--- src/rtl/acc_ctl_pkg.sv ---
// Package: shared state and opcode-class types for the accumulator control sequencer.
// Assumes: one state per control step; fetch states come first in the encoding.
package acc_ctl_pkg;

    // Control steps of the sequencer, one per clock cycle of an instruction.
    typedef enum logic [4:0] {
        S_F1, S_F2, S_F3,
        S_NOP1,
        S_LD1, S_LD2, S_LD3, S_LD4, S_LD5,
        S_ST1, S_ST2, S_ST3, S_ST4, S_ST5,
        S_JN1, S_JN2,
        S_JY1, S_JY2, S_JY3
    } step_t;

    // Opcode classes produced by the decoder.
    typedef enum logic [1:0] {
        C_NOP, C_LOAD, C_STORE, C_JZ
    } opcls_t;

    // Per-cycle control word (ALU select carried separately).
    typedef struct packed {
        logic ar_inc;
        logic pc_inc;
        logic ar_ld;
        logic pc_ld;
        logic dr_ld;
        logic tr_ld;
        logic ir_ld;
        logic r_ld;
        logic ac_ld;
        logic z_ld;
        logic mem_to_bus;
        logic bus_to_mem;
        logic pc_to_bus;
        logic drh_to_bus;
        logic drl_to_bus;
        logic tr_to_bus;
        logic r_to_bus;
        logic ac_to_bus;
        logic mem_rd;
        logic mem_wr;
    } ctl_word_t;

endpackage

--- src/rtl/acc_ctl_opdec.sv ---
// Module: acc_ctl_opdec
// Classifies the opcode into one of the executable classes. The opcode table
// holds one entry per non-NOP class, in class order (load, store, jump).
// Any opcode that matches no entry is treated as a NOP.
// Assumes: the table entries are distinct.
module acc_ctl_opdec
    import acc_ctl_pkg::*;
#(
    parameter int OPC_W = 8,
    parameter int N_OPS = 3,
    parameter logic [N_OPS*OPC_W-1:0] OP_TABLE = {8'h06, 8'h02, 8'h01}
) (
    input  logic [OPC_W-1:0] opcode,
    output opcls_t           cls
);

    logic [N_OPS-1:0] hit;

    // One comparator per table entry.
    genvar g;
    generate
        for (g = 0; g < N_OPS; g++) begin : g_match
            assign hit[g] = (opcode == OP_TABLE[g*OPC_W +: OPC_W]);
        end
    endgenerate

    // Map the match vector onto a class; no match falls back to NOP.
    always_comb begin
        cls = C_NOP;
        if (hit[0])      cls = C_LOAD;
        else if (hit[1]) cls = C_STORE;
        else if (hit[2]) cls = C_JZ;
    end

endmodule

--- src/rtl/acc_ctl_seq.sv ---
// Module: acc_ctl_seq
// Holds the current control step and chooses the next one. The class and the
// zero flag are consulted only in the third fetch step; every other step has a
// fixed successor.
// Assumes: class and zero flag are stable in the third fetch step.
module acc_ctl_seq
    import acc_ctl_pkg::*;
(
    input  logic   clk,
    input  logic   rst_n,
    input  opcls_t cls,
    input  logic   zero_flag,
    output step_t  step
);

    step_t step_nxt;

    // Next-step selection: dispatch at the end of the fetch, fixed chain otherwise.
    always_comb begin
        step_nxt = S_F1;
        unique case (step)
            S_F1:   step_nxt = S_F2;
            S_F2:   step_nxt = S_F3;
            S_F3: begin
                unique case (cls)
                    C_LOAD:  step_nxt = S_LD1;
                    C_STORE: step_nxt = S_ST1;
                    C_JZ:    step_nxt = zero_flag ? S_JY1 : S_JN1;
                    default: step_nxt = S_NOP1;
                endcase
            end
            S_NOP1: step_nxt = S_F1;
            S_LD1:  step_nxt = S_LD2;
            S_LD2:  step_nxt = S_LD3;
            S_LD3:  step_nxt = S_LD4;
            S_LD4:  step_nxt = S_LD5;
            S_LD5:  step_nxt = S_F1;
            S_ST1:  step_nxt = S_ST2;
            S_ST2:  step_nxt = S_ST3;
            S_ST3:  step_nxt = S_ST4;
            S_ST4:  step_nxt = S_ST5;
            S_ST5:  step_nxt = S_F1;
            S_JN1:  step_nxt = S_JN2;
            S_JN2:  step_nxt = S_F1;
            S_JY1:  step_nxt = S_JY2;
            S_JY2:  step_nxt = S_JY3;
            S_JY3:  step_nxt = S_F1;
            default: step_nxt = S_F1;
        endcase
    end

    // Step register with synchronous active-low reset to the first fetch step.
    always_ff @(posedge clk) begin
        if (!rst_n) step <= S_F1;
        else        step <= step_nxt;
    end

    // a reset edge always lands in the first fetch step.
    p_reset_to_fetch_r1: assert property (@(posedge clk)
        !rst_n |=> step == S_F1);

    // the fetch steps follow one another without a gap.
    p_fetch1_chain_r2: assert property (@(posedge clk) disable iff (!rst_n)
        step == S_F1 |=> step == S_F2);
    p_fetch2_chain_r2: assert property (@(posedge clk) disable iff (!rst_n)
        step == S_F2 |=> step == S_F3);

    // a NOP-class dispatch runs one idle step, then refetches.
    p_nop_path_r8: assert property (@(posedge clk) disable iff (!rst_n)
        (step == S_F3 && cls == C_NOP) |=> step == S_NOP1);
    p_nop_return_r3: assert property (@(posedge clk) disable iff (!rst_n)
        step == S_NOP1 |=> step == S_F1);

    // jump with the flag clear takes the short path.
    p_jump_skip_r6: assert property (@(posedge clk) disable iff (!rst_n)
        (step == S_F3 && cls == C_JZ && !zero_flag) |=> step == S_JN1);

    // jump with the flag set takes the target-load path.
    p_jump_take_r7: assert property (@(posedge clk) disable iff (!rst_n)
        (step == S_F3 && cls == C_JZ && zero_flag) |=> step == S_JY1);

    // once inside the jump path, the flag no longer steers it.
    p_jump_locked_r11: assert property (@(posedge clk) disable iff (!rst_n)
        step == S_JN1 |=> step == S_JN2);

endmodule

--- src/rtl/acc_ctl_strobes.sv ---
// Module: acc_ctl_strobes
// Turns the current control step into the control word and ALU select (Moore
// decode). Steps that read a byte from memory share one pattern.
// Assumes: step is a legal encoding; clk and rst_n serve the checks only.
module acc_ctl_strobes
    import acc_ctl_pkg::*;
#(
    parameter int ALUS_W = 7,
    parameter logic [ALUS_W-1:0] ALUS_PASS = 7'b0000100
) (
    input  logic              clk,
    input  logic              rst_n,
    input  step_t             step,
    output ctl_word_t         cw,
    output logic [ALUS_W-1:0] alu_sel
);

    // Strobe decode per step; anything not raised stays low.
    always_comb begin
        cw      = '0;
        alu_sel = '0;
        unique case (step)
            S_F1: begin
                cw.pc_to_bus = 1'b1;
                cw.ar_ld     = 1'b1;
            end
            S_F2: begin
                cw.mem_rd     = 1'b1;
                cw.mem_to_bus = 1'b1;
                cw.dr_ld      = 1'b1;
                cw.pc_inc     = 1'b1;
            end
            S_F3: begin
                cw.ir_ld     = 1'b1;
                cw.pc_to_bus = 1'b1;
                cw.ar_ld     = 1'b1;
            end
            S_LD1, S_ST1: begin
                cw.mem_rd     = 1'b1;
                cw.mem_to_bus = 1'b1;
                cw.dr_ld      = 1'b1;
                cw.pc_inc     = 1'b1;
                cw.ar_inc     = 1'b1;
            end
            S_LD2, S_ST2: begin
                cw.mem_rd     = 1'b1;
                cw.mem_to_bus = 1'b1;
                cw.dr_ld      = 1'b1;
                cw.tr_ld      = 1'b1;
                cw.pc_inc     = 1'b1;
            end
            S_LD3, S_ST3: begin
                cw.drh_to_bus = 1'b1;
                cw.tr_to_bus  = 1'b1;
                cw.ar_ld      = 1'b1;
            end
            S_LD4: begin
                cw.mem_rd     = 1'b1;
                cw.mem_to_bus = 1'b1;
                cw.dr_ld      = 1'b1;
            end
            S_LD5: begin
                cw.drl_to_bus = 1'b1;
                cw.ac_ld      = 1'b1;
                alu_sel       = ALUS_PASS;
            end
            S_ST4: begin
                cw.ac_to_bus = 1'b1;
                cw.dr_ld     = 1'b1;
            end
            S_ST5: begin
                cw.drl_to_bus = 1'b1;
                cw.bus_to_mem = 1'b1;
                cw.mem_wr     = 1'b1;
            end
            S_JN1, S_JN2: begin
                cw.pc_inc = 1'b1;
            end
            S_JY1: begin
                cw.mem_rd     = 1'b1;
                cw.mem_to_bus = 1'b1;
                cw.dr_ld      = 1'b1;
                cw.ar_inc     = 1'b1;
            end
            S_JY2: begin
                cw.mem_rd     = 1'b1;
                cw.mem_to_bus = 1'b1;
                cw.dr_ld      = 1'b1;
                cw.tr_ld      = 1'b1;
            end
            S_JY3: begin
                cw.drh_to_bus = 1'b1;
                cw.tr_to_bus  = 1'b1;
                cw.pc_ld      = 1'b1;
            end
            default: cw = '0;
        endcase
    end

    // a single low-byte bus source per cycle.
    p_one_bus_source_r9: assert property (@(posedge clk) disable iff (!rst_n)
        $countones({cw.mem_to_bus, cw.pc_to_bus, cw.drl_to_bus,
                    cw.tr_to_bus, cw.r_to_bus, cw.ac_to_bus}) <= 1);

    // the high address byte is driven only as half of a 16-bit address.
    p_high_byte_paired_r9: assert property (@(posedge clk) disable iff (!rst_n)
        cw.drh_to_bus |-> cw.tr_to_bus);

    // no simultaneous memory read and write.
    p_rd_wr_exclusive_r9: assert property (@(posedge clk) disable iff (!rst_n)
        !(cw.mem_rd && cw.mem_wr));

    // a non-zero ALU select only ever feeds an accumulator load.
    p_alu_sel_with_acc_r10: assert property (@(posedge clk) disable iff (!rst_n)
        (alu_sel != '0) |-> cw.ac_ld);

    // the general register and zero flag are left alone.
    p_unused_quiet_r10: assert property (@(posedge clk) disable iff (!rst_n)
        !(cw.r_ld || cw.z_ld || cw.r_to_bus));

endmodule

--- src/rtl/acc_ctl_top.sv ---
// Module: acc_ctl_top
// Control sequencer of a small 8-bit accumulator processor: opcode classifier,
// step register and strobe decode. Outputs depend only on the current step.
// Assumes: ir_val carries the incoming opcode and zero_flag is valid during
// the third fetch cycle.
module acc_ctl_top
    import acc_ctl_pkg::*;
#(
    parameter int OPC_W = 8,
    parameter int ALUS_W = 7,
    parameter logic [OPC_W-1:0]  OP_LOAD  = 8'h01,
    parameter logic [OPC_W-1:0]  OP_STORE = 8'h02,
    parameter logic [OPC_W-1:0]  OP_JZ    = 8'h06,
    parameter logic [ALUS_W-1:0] ALUS_PASS = 7'b0000100
) (
    input  logic              clk,
    input  logic              rst_n,
    input  logic [OPC_W-1:0]  ir_val,
    input  logic              zero_flag,
    output logic              ar_inc,
    output logic              pc_inc,
    output logic              ar_ld,
    output logic              pc_ld,
    output logic              dr_ld,
    output logic              tr_ld,
    output logic              ir_ld,
    output logic              r_ld,
    output logic              ac_ld,
    output logic              z_ld,
    output logic              mem_to_bus,
    output logic              bus_to_mem,
    output logic              pc_to_bus,
    output logic              drh_to_bus,
    output logic              drl_to_bus,
    output logic              tr_to_bus,
    output logic              r_to_bus,
    output logic              ac_to_bus,
    output logic [ALUS_W-1:0] alu_sel,
    output logic              mem_rd,
    output logic              mem_wr
);

    localparam int N_OPS = 3;
    localparam logic [N_OPS*OPC_W-1:0] OP_TABLE = {OP_JZ, OP_STORE, OP_LOAD};

    opcls_t    cls;
    step_t     step;
    ctl_word_t cw;

    acc_ctl_opdec #(
        .OPC_W    (OPC_W),
        .N_OPS    (N_OPS),
        .OP_TABLE (OP_TABLE)
    ) u_opdec (
        .opcode (ir_val),
        .cls    (cls)
    );

    acc_ctl_seq u_seq (
        .clk       (clk),
        .rst_n     (rst_n),
        .cls       (cls),
        .zero_flag (zero_flag),
        .step      (step)
    );

    acc_ctl_strobes #(
        .ALUS_W    (ALUS_W),
        .ALUS_PASS (ALUS_PASS)
    ) u_strobes (
        .clk     (clk),
        .rst_n   (rst_n),
        .step    (step),
        .cw      (cw),
        .alu_sel (alu_sel)
    );

    // Fan the control word out to the individual strobe pins.
    assign ar_inc     = cw.ar_inc;
    assign pc_inc     = cw.pc_inc;
    assign ar_ld      = cw.ar_ld;
    assign pc_ld      = cw.pc_ld;
    assign dr_ld      = cw.dr_ld;
    assign tr_ld      = cw.tr_ld;
    assign ir_ld      = cw.ir_ld;
    assign r_ld       = cw.r_ld;
    assign ac_ld      = cw.ac_ld;
    assign z_ld       = cw.z_ld;
    assign mem_to_bus = cw.mem_to_bus;
    assign bus_to_mem = cw.bus_to_mem;
    assign pc_to_bus  = cw.pc_to_bus;
    assign drh_to_bus = cw.drh_to_bus;
    assign drl_to_bus = cw.drl_to_bus;
    assign tr_to_bus  = cw.tr_to_bus;
    assign r_to_bus   = cw.r_to_bus;
    assign ac_to_bus  = cw.ac_to_bus;
    assign mem_rd     = cw.mem_rd;
    assign mem_wr     = cw.mem_wr;

endmodule

--- config.mk ---
export PLATFORM = sky130hd
export DESIGN_NAME = acc_ctl_top
export DESIGN_NICKNAME = d
export VERILOG_FILES = /design/src/rtl/acc_ctl_pkg.sv /design/src/rtl/acc_ctl_opdec.sv /design/src/rtl/acc_ctl_seq.sv /design/src/rtl/acc_ctl_strobes.sv /design/src/rtl/acc_ctl_top.sv
export SDC_FILE = /design/constraint.sdc
export NUM_CORES = 1
export LEC_CHECK = 0
export BUFFER_PORTS_ARGS = -buffer_cell sky130_fd_sc_hd__buf_2
export CORE_MARGIN = 2
export CORE_UTILIZATION = 53
export CTS_BUF_LIST = sky130_fd_sc_hd__clkbuf_8
export DETAILED_ROUTE_END_ITERATION = 6
export GPL_TIMING_DRIVEN = 0
export PLACE_DENSITY = 0.95
export SLEW_MARGIN = 5
export SYNTH_ARGS = -nofsm -noshare
export SYNTH_HDL_FRONTEND = slang
export SYNTH_HIERARCHICAL = 1
export SYNTH_SLANG_ARGS = --single-unit
--- constraint.sdc ---
create_clock -name clk -period 5.1 [get_ports clk]
set_input_delay 0.51 -clock clk [delete_from_list [all_inputs] [get_ports clk]]
set_output_delay 0.51 -clock clk [all_outputs]
set_load 0.1 [all_outputs]
==> results.sh <==
export IMPL_cap_violations=0
export IMPL_synth_seq_cells=5
export IMPL_multi_input_area_sq_um=625.6
export IMPL_root_buffer="clkbuf_8"
export IMPL_worstPathMaxFanout=10
export IMPL_yosysMostFrequentCell="buf_4"
export IMPL_dr_pass1_iters=4
export IMPL_area_delta_synth_final_pct=27.01
export IMPL_cts_sinks=5
export IMPL_tightest_slew_ps=650.6
export IMPL_worstPathArrival_ps=1870
export IMPL_ys_flop_type="dfxtp_1"
export IMPL_cts_inserted_buffers=3
export IMPL_status="finished clean"
export IMPL_grt_max_degree=11
export IMPL_die_y_um=44.54
export IMPL_clk_pin_slew_ps=40
export IMPL_cts_setup_buffers=0
export IMPL_ys_warn_count=6
export IMPL_clockBufferDepth=2
export IMPL_ant_nets=0
export IMPL_initial_core_util=0.5714
export IMPL_largest_reg_flops=5
export IMPL_tns_ps=0
export IMPL_final_nets=163
export IMPL_dp_hpwl_mm=1.529
export IMPL_final_hold_violation_count=0
export IMPL_grt_pass1_wl_mm=3.029
export IMPL_insertion_delay_ps=220
export IMPL_drc_errors=0
export IMPL_wl_mm=1.931
export IMPL_die_area_sq_um=1983
export IMPL_p_leak_nw=0.5209
export IMPL_synth_top_area_frac=0.1552
export IMPL_slew_viol_final=0
export IMPL_power_uw=560.4
export IMPL_ys_seq_area_frac=0.1149
export IMPL_top_register="u_seq/step"
export IMPL_slew_headroom=0.5636
export IMPL_setup_worst_path_class="reg -> out"
export IMPL_cts_tree="built"
export IMPL_ir_worst_vdd_mv=0.3551
export IMPL_wire_per_inst_um=11.56
export IMPL_period_share=0.4665
export IMPL_p_per_area_nw_per_um2=506.7
export IMPL_viasPerCell=5.437
export IMPL_cp_required_ps=4590
export IMPL_grt_pass1_vias=787
export IMPL_numPortBuffers=28
export IMPL_period_needed_ps=2379
export IMPL_ys_top_cells_by_count="18 x buf_4, 8 x nand2_1, 7 x a21oi_1, 6 x nand2b_1"
export IMPL_async_flop_share=0
export IMPL_fmax_mhz=420.3
export IMPL_syn_area_sq_um=870.8
export IMPL_grt_usage=0.2043
export IMPL_io_pins=38
export IMPL_antenna_cells=0
export IMPL_fp_row_count=14
export IMPL_post_cts_resized=0
export IMPL_vias=908
export IMPL_startpoint_type="flip-flop"
export IMPL_drive_above_1_share=0.4371
export IMPL_cts_hold_buf=0
export IMPL_ff2ff_setup_slack_ps=3670
export IMPL_gr_total_overflow=0
export IMPL_ctsHtreeMaxLevel=1
export IMPL_top_regs="u_seq/step (5)"
export IMPL_synth_edf_count=0
export IMPL_rsz0062_at_grt="false"
export IMPL_endpoint_kind="output port"
export IMPL_ys_types=43
export IMPL_hp_class="in -> reg"
export IMPL_core_area_sq_um=1524
export IMPL_drtIter0Drc=27
export IMPL_netlist_top_cells_area="buf_4 16%, dfxtp_1 11%, nand2b_1 4.3%"
export IMPL_clock_skew_final_ps=4.670
export IMPL_die_x_um=44.54
export IMPL_synthCells=111
export IMPL_antenna_found_initial=0
export IMPL_register_area_sq_um=100.1
export IMPL_synth_top_cell_by_area="buf_4"
export IMPL_fillers=128
export IMPL_synth_avg_cell_area_sq_um=7.845
export IMPL_setup_viol=0
export IMPL_gp_congestion=0.8627
==> power by group <==
group,total (mW),leakage [nW],internal [mW],switching [mW]
combinational,0.423,0.453,0.101,0.321
sequential,0.0663,0.0408,0.0472,0.0191
clock,0.0713,0.0269,0.0516,0.0197
total,0.560,0.521,0.200,0.360
==> kinds of logic (layout without fill, tap and decap cells) <==
logic type	after synthesis	after routing	synth area share
AO/OA/AOI/OAI	28	28	0.2385
XOR/XNOR	3	3	0.03018
other	1	9	0.004306
AND/OR/NAND/NOR	50	50	0.4109
flip-flops	5	5	0.1149
buffers and inverters	24	56	0.2011
==> cells in the final DEF (no fill, tap or decap), drive strengths merged <==
master | Yosys | routed
or4 | 1 | 1
a41oi | 1 | 1
o21bai | 1 | 1
a211oi | 1 | 1
xor2 | 3 | 3
nor4b | 2 | 2
o31ai | 1 | 1
o21ai | 8 | 8
nand3b | 3 | 3
nand2 | 9 | 9
o21a | 2 | 2
o22ai | 1 | 1
nor3b | 1 | 1
or3b | 1 | 1
conb | 1 | 9
nor2 | 5 | 5
and3b | 1 | 1
nand4b | 3 | 3
a21o | 3 | 3
dfxtp | 5 | 5
inv | 2 | 3
nand4 | 3 | 3
nand2b | 6 | 6
a22oi | 1 | 1
buf | 21 | 49
nand4bb | 1 | 1
nor4 | 5 | 5
o311ai | 1 | 1
clkbuf | 1 | 4
nor3 | 4 | 4
o211ai | 1 | 1
nand3 | 3 | 3
and2 | 1 | 1
nor2b | 1 | 1
a21oi | 7 | 7
==> metal layers <==
metal,vias to the layer above,part of all wire,global-route usage,wire (um)
met2,43,0.54,0.4000,1041
met4,0,0.012,0.1152,23
met5,-,0,0,0
met1,400,0.38,0.2054,730
li1,461,-,-,-
met3,4,0.070,0.01633,135
==> worst max-delay path: stages, from the launching register on <==
cell and delay [ps]:
dfxtp_1 390, buf_4 220, nand2b_1 180, o21a_1 180
o21ai_1 140, buf_4 120, buf_2 410
==> metrics by stage <==
stage | hold WS [ps] | cell area [sq um] | setup WS (ps) | utilization | cells
floorplan | 654.3 | 900.9 | 1034 | - | 119
global placement | 728.1 | 1061 | 2869 | 0.6962 | 163
detailed placement | 731.9 | 1061 | 2741 | 0.6962 | 163
CTS | 587.7 | 1106 | 2717 | 0.7258 | 167
global route | 597.2 | 1106 | 2590 | 0.7258 | 167
finish | 591.7 | 1106 | 2721 | 0.7258 | 167
==> area by class of cell <==
cell class                      count  share of cell area
Inverter                            2            0.006787
Sequential cell                     5             0.09050
Clock buffer                        3             0.03733
Clock inverter                      1            0.003394
Timing Repair Buffer               28              0.1267
Multi-Input combinational cell     90              0.5656
Tap cell                           16             0.01810
Buffer                             22              0.1516
==> worst paths after layout <==
| kind | from | depth (start not counted) | to |
|---|---|---|---|
| hold reg to reg | u_seq/step[4] | 3 | u_seq/step[4] |
| hold / removal | rst_n | 3 | u_seq/step[2] |
| setup / recovery | u_seq/step[1] | 6 | mem_to_bus |
| setup reg to reg | u_seq/step[0] | 5 | u_seq/step[0] |
No activity file was read; power rests on OpenSTA's default activity.
